<file path="src/rtl/fmm_pkg.sv">
package fmm_pkg;
  localparam int EXP_W_DEF = 8;
  localparam int MAN_W_DEF = 23;

  typedef enum logic [1:0] {
    OP_MIN     = 2'd0,
    OP_MAX     = 2'd1,
    OP_MIN_MAG = 2'd2,
    OP_MAX_MAG = 2'd3
  } fmm_op_e;
endpackage

</file>
<file path="src/rtl/fmm_classify.sv">
module fmm_classify #(
  parameter int EXP_W = 8,
  parameter int MAN_W = 23,
  localparam int W = 1 + EXP_W + MAN_W
) (
  input  logic [W-1:0] value,
  output logic         is_nan,
  output logic [W-2:0] mag
);
  logic [EXP_W-1:0] exp_f;
  logic [MAN_W-1:0] man_f;

  assign exp_f  = value[W-2 -: EXP_W];
  assign man_f  = value[MAN_W-1:0];
  assign is_nan = (&exp_f) && (|man_f);
  assign mag    = value[W-2:0];
endmodule

</file>
<file path="src/rtl/fmm_order.sv">
module fmm_order #(
  parameter int W = 32
) (
  input  logic [W-1:0] a,
  input  logic [W-1:0] b,
  input  logic [W-2:0] mag_a,
  input  logic [W-2:0] mag_b,
  output logic         a_lt_b,
  output logic         a_eq_b,
  output logic         mag_a_lt,
  output logic         mag_a_gt
);
  logic         zeros;
  logic [W-1:0] key_a, key_b;

  // Map sign-magnitude to an unsigned order key.
  assign key_a = a[W-1] ? ~a : (a ^ {1'b1, {(W-1){1'b0}}});
  assign key_b = b[W-1] ? ~b : (b ^ {1'b1, {(W-1){1'b0}}});
  assign zeros = (mag_a == '0) && (mag_b == '0);

  assign a_eq_b   = zeros || (a == b);
  assign a_lt_b   = !zeros && (key_a < key_b);
  assign mag_a_lt = mag_a < mag_b;
  assign mag_a_gt = mag_a > mag_b;
endmodule

</file>
<file path="src/rtl/fmm_pick.sv">
module fmm_pick
  import fmm_pkg::*;
(
  input  logic [1:0] op,
  input  logic       nan_a,
  input  logic       nan_b,
  input  logic       a_lt_b,
  input  logic       a_eq_b,
  input  logic       mag_a_lt,
  input  logic       mag_a_gt,
  output logic       take_b
);
  logic not_gt;

  assign not_gt = a_lt_b || a_eq_b;

  always_comb begin
    if (nan_a && nan_b)      take_b = 1'b0;
    else if (nan_a)          take_b = 1'b1;
    else if (nan_b)          take_b = 1'b0;
    else begin
      unique case (fmm_op_e'(op))
        OP_MIN:     take_b = !a_lt_b;
        OP_MAX:     take_b = not_gt;
        OP_MIN_MAG: take_b = mag_a_gt ? 1'b1 : (mag_a_lt ? 1'b0 : not_gt);
        OP_MAX_MAG: take_b = mag_a_lt ? 1'b1 : (mag_a_gt ? 1'b0 : not_gt);
        default:    take_b = 1'b0;
      endcase
    end
  end
endmodule

</file>
<file path="src/rtl/fmm_unit.sv">
module fmm_unit
  import fmm_pkg::*;
#(
  parameter int EXP_W = EXP_W_DEF,
  parameter int MAN_W = MAN_W_DEF,
  localparam int W = 1 + EXP_W + MAN_W
) (
  input  logic         clk,
  input  logic         rst_n,
  input  logic         in_valid,
  output logic         in_ready,
  input  logic [W-1:0] in_a,
  input  logic [W-1:0] in_b,
  input  logic [1:0]   in_op,
  output logic         out_valid,
  input  logic         out_ready,
  output logic [W-1:0] out_result
);
  logic [W-1:0] opnd [2];
  logic         nan  [2];
  logic [W-2:0] mag  [2];
  logic a_lt_b, a_eq_b, mag_a_lt, mag_a_gt, take_b;
  logic [W-1:0] chosen;

  assign opnd[0] = in_a;
  assign opnd[1] = in_b;

  for (genvar i = 0; i < 2; i++) begin : g_cls
    fmm_classify #(.EXP_W(EXP_W), .MAN_W(MAN_W)) u_cls (
      .value(opnd[i]), .is_nan(nan[i]), .mag(mag[i])
    );
  end

  fmm_order #(.W(W)) u_ord (
    .a(in_a), .b(in_b), .mag_a(mag[0]), .mag_b(mag[1]),
    .a_lt_b(a_lt_b), .a_eq_b(a_eq_b),
    .mag_a_lt(mag_a_lt), .mag_a_gt(mag_a_gt)
  );

  fmm_pick u_pick (
    .op(in_op), .nan_a(nan[0]), .nan_b(nan[1]),
    .a_lt_b(a_lt_b), .a_eq_b(a_eq_b),
    .mag_a_lt(mag_a_lt), .mag_a_gt(mag_a_gt), .take_b(take_b)
  );

  assign chosen   = take_b ? in_b : in_a;
  assign in_ready = !out_valid || out_ready;

  always_ff @(posedge clk) begin
    if (!rst_n) begin
      out_valid  <= 1'b0;
      out_result <= '0;
    end else if (in_ready) begin
      out_valid <= in_valid;
      if (in_valid) out_result <= chosen;
    end
  end
endmodule

</file>
<file path="config.mk">
export PLATFORM = sky130hd
export DESIGN_NAME = fmm_unit
export DESIGN_NICKNAME = d
export VERILOG_FILES = /design/src/rtl/fmm_pkg.sv /design/src/rtl/fmm_classify.sv /design/src/rtl/fmm_order.sv /design/src/rtl/fmm_pick.sv /design/src/rtl/fmm_unit.sv
export SDC_FILE = /design/constraint.sdc
export NUM_CORES = 1
export LEC_CHECK = 0
export ABC_AREA = 1
export BUFFER_PORTS_ARGS = -buffer_cell sky130_fd_sc_hd__buf_4
export CAP_MARGIN = 20
export CORE_MARGIN = 2
export CORE_UTILIZATION = 40
export CTS_CLUSTER_DIAMETER = 200
export DETAILED_ROUTE_END_ITERATION = 7
export PLACE_DENSITY = 0.66
export SLEW_MARGIN = 30
export SYNTH_ARGS = -nofsm -noshare
export SYNTH_HDL_FRONTEND = slang
export SYNTH_SLANG_ARGS = --single-unit
</file>
<file path="constraint.sdc">
create_clock -name clk -period 4.75 [get_ports clk]
set_input_delay 0.7125 -clock clk [delete_from_list [all_inputs] [get_ports clk]]
set_output_delay 0.7125 -clock clk [all_outputs]
set_load 0.02 [all_outputs]
</file>
==> impl_metrics.yaml <==
final_layout:
  final_util_pct: 50.69
  nNetsFinal: 822
  area_growth_pct: 23.56
  drive_gt1_share_pct: 18.81
  nFillCells: 1017
  diodes: 0
  final_area_sq_um: 4955
status:
  run_status: "finished clean"
global_route:
  grt_first_pass_wirelength_microns: 19950
  first_global_vias: 4228
  grt_max_degree: 35
  grt_use_total_pct: 22.06
  gr-total-overflow: 0
  antenna_found_initial: 0
drt:
  dr_wl_met3_microns: 542
  wirelength_microns: 11850
  drt_first_iter_violations: 241
  ant_nets: 0
  avgViaCountPerCell: 5.131
  routedWlPerCell_microns: 14.38
  drtPass1Iterations: 4
  drcViolationCount: 0
  wl_met1_microns: 5231
  wl_met2_microns: 5795
  top_layer_used: "met4"
  route.vias.total: 4228
clock_network:
  tritoncts: "done"
  cts_hold_buf: 0
  post_cts_resized: 0
  clock_latency_ns: 0.28
  clkSinkCount: 33
  cts_setup_buffers: 0
  clk_pin_slew_ns: 0.07
  numCtsBuffers: 5
  htree_levels: 2
  cts-root-buf: "clkbuf_8"
  cts_buffer_depth: 2
timing:
  finalHoldViolCount: 0
  setup_viol: 0
  worst-slew-pin-transition_ns: 0.8983
  hold_ws_ns: 0.4645
  rsz0062_at_grt: "false"
  setup_tns_ns: 0
  fin_crit_sh_pct: 75.71
  finClkSkew_ns: 0.003213
  finalMaxSlewViolations: 0
  timing.slew.headroom_pct: 39.97
  fmax_mhz: 278.1
  period_minus_slack_ns: 3.596
floorplan:
  fp.dieW_microns: 104.1
  num_rows: 36
  die_area_sq_um: 10840
  io_pins: 104
  core_sq_um: 9774
  die_y_microns: 104.1
  start_util_pct: 41.03
power:
  swShare_pct: 38.06
  p_clk_share_pct: 24.7
  vdd_drop_max_mv: 0.1127
  p_seq_share_pct: 28.8
  p_per_area_nw_per_um2: 223.8
  pwr-share-comb_pct: 46.5
  internal_power_mw: 0.6869
  switchingPower_mw: 0.4220
  p_leak_nw: 2.545
logic_synthesis:
  syn_avg_cell_area_sq_um: 6.639
  ys.flop_type: "dfxtp_1"
  synth_cell_type_count: 27
  yosys_warnings: 0
  synthCells: 604
  synth_top_area_share_pct: 19.34
  synthArstFlopShare_pct: 0
  synth_common_cells: "nand2_1 (131), nand3_1 (74), inv_1 (72)"
  synth_area_leader_cell: "ha_1"
  syn_nets: 736
  synth_edf_count: 0
  synth.area.top_cells: "ha_1 (19%), dfxtp_1 (16%), nand2_1 (12%)"
  synth.most_common_cell: "nand2_1"
  syn-cell-area_sq_um: 4010
  synth-seq-area-share_pct: 16.47
  synth-seq-cells: 33
run:
  drv_cap: 0
worst_setup_path:
  cp-end-kind: "flip-flop"
  cp.arrival_ns: 3.74
  required_ns: 4.90
  crit_top_cell: "nand2_1"
  worstPathCellList: "buf_4 -> inv_2 -> ha_1 -> nand2_1 -> nor2_1 -> nand4_1 -> nor4_1 -> nand2_1 -> nand2_1 -> nand2_1 -> nand2_1 -> nand2_1 -> nand2_1 -> nand3_4 -> nand2_4 -> nand2_1 -> nand3_1 -> a21oi_1"
  crit_family: "simple AND/OR/NAND/NOR gates"
  path_class: "in2reg"
  cp_slowest_stage_delay_ns: 0.42
  cpMaxStageDelayCell: "buf_4"
  crit_buf_inv: 2
  crit_fanout: 33
  startpoint_type: "input pin"
placement:
  gp_congestion: 0.9102
  dp_hpwl_microns: 9578
  post_dp_cell_area_sq_um: 4838
  io_buffers: 103
hold_path:
  worstHoldPathType: "reg2reg"
placed cells by master (no fill, tap or decap), types with 18 or more instances in the layout:
cell / count
ha_1: 62
inv_1: 70
nand4_1: 22
dfxtp_1: 33
nor2_1: 18
xnor2_1: 30
nand3_1: 74
buf_4: 105
a21oi_1: 61
xor2_1: 30
nand2_1: 131
sequential cells by signal (all words and copies together), names as in the netlist:
name / cells
out_result: 32
out_valid: 1
worst register-to-register path: cells and delay by family, from the launching register on:
family,cells,cell delay (ns)
buffers and inverters,2,0.72
and+or+nand+nor,3,0.45
DFF,1,0.31
AOI/OAI and AO/OA,1,0.17
cell type report:
cell class,instances,area (sq um),share of cell area [%]
sequential,33,660.6,13.33
timing repair buffer,105,788.3,15.91
tap,133,166.4,3.359
clock buffer,7,86.33,1.742
inverter,85,319.1,6.439
clock inverter,1,30.03,0.6061
multi-input combinational,460,2904,58.61
stage by stage:
step                worst slack (ns)  cells  power [mW]
finish                         1.154    824       1.109
global route                  0.7549    824       1.199
CTS                            1.138    824       1.118
detailed placement            0.8259    816      0.8424
global placement              0.8877    816      0.8288
floorplan                      1.572    604      0.6674
power by group through the flow:
stage / clock (mW) / sequential, mW / combinational, mW
finish: 0.274 / 0.319 / 0.516
global route: 0.293 / 0.323 / 0.583
CTS: 0.280 / 0.320 / 0.518
detailed placement: 0 / 0.326 / 0.516
global placement: 0 / 0.326 / 0.503
floorplan: 0 / 0.355 / 0.312
metal layers:
| layer | vias to the layer above | GRT usage [%] |
|---|---|---|
| li1 | 2178 | - |
| met1 | 1929 | 27.71 |
| met2 | 104 | 39.90 |
| met3 | 17 | 2.068 |
| met4 | 0 | 6.371 |
| met5 | - | 0 |
cells by family after synthesis:
group                      count (synthesis)  share of synthesized area (%)
AOI/OAI and AO/OA                         78                          10.42
xor gates and xnor gates                  60                          13.10
adders and majority gates                 62                          19.34
buffers and inverters                    111                          11.36
DFF                                       33                          16.47
and+or+nand+nor                          260                          29.30
worst paths after layout:
kind	startpoint	to	slack, ns	depth (start not counted)
min reg2reg	out_result[15]	out_result[15]	0.46	2
max	in_a[31]	out_result[9]	1.15	18
max reg2reg	out_valid	out_result[9]	3.03	6
min	out_result[15]	out_result[15]	0.46	2
No activity file was read; power rests on OpenSTA's default activity.
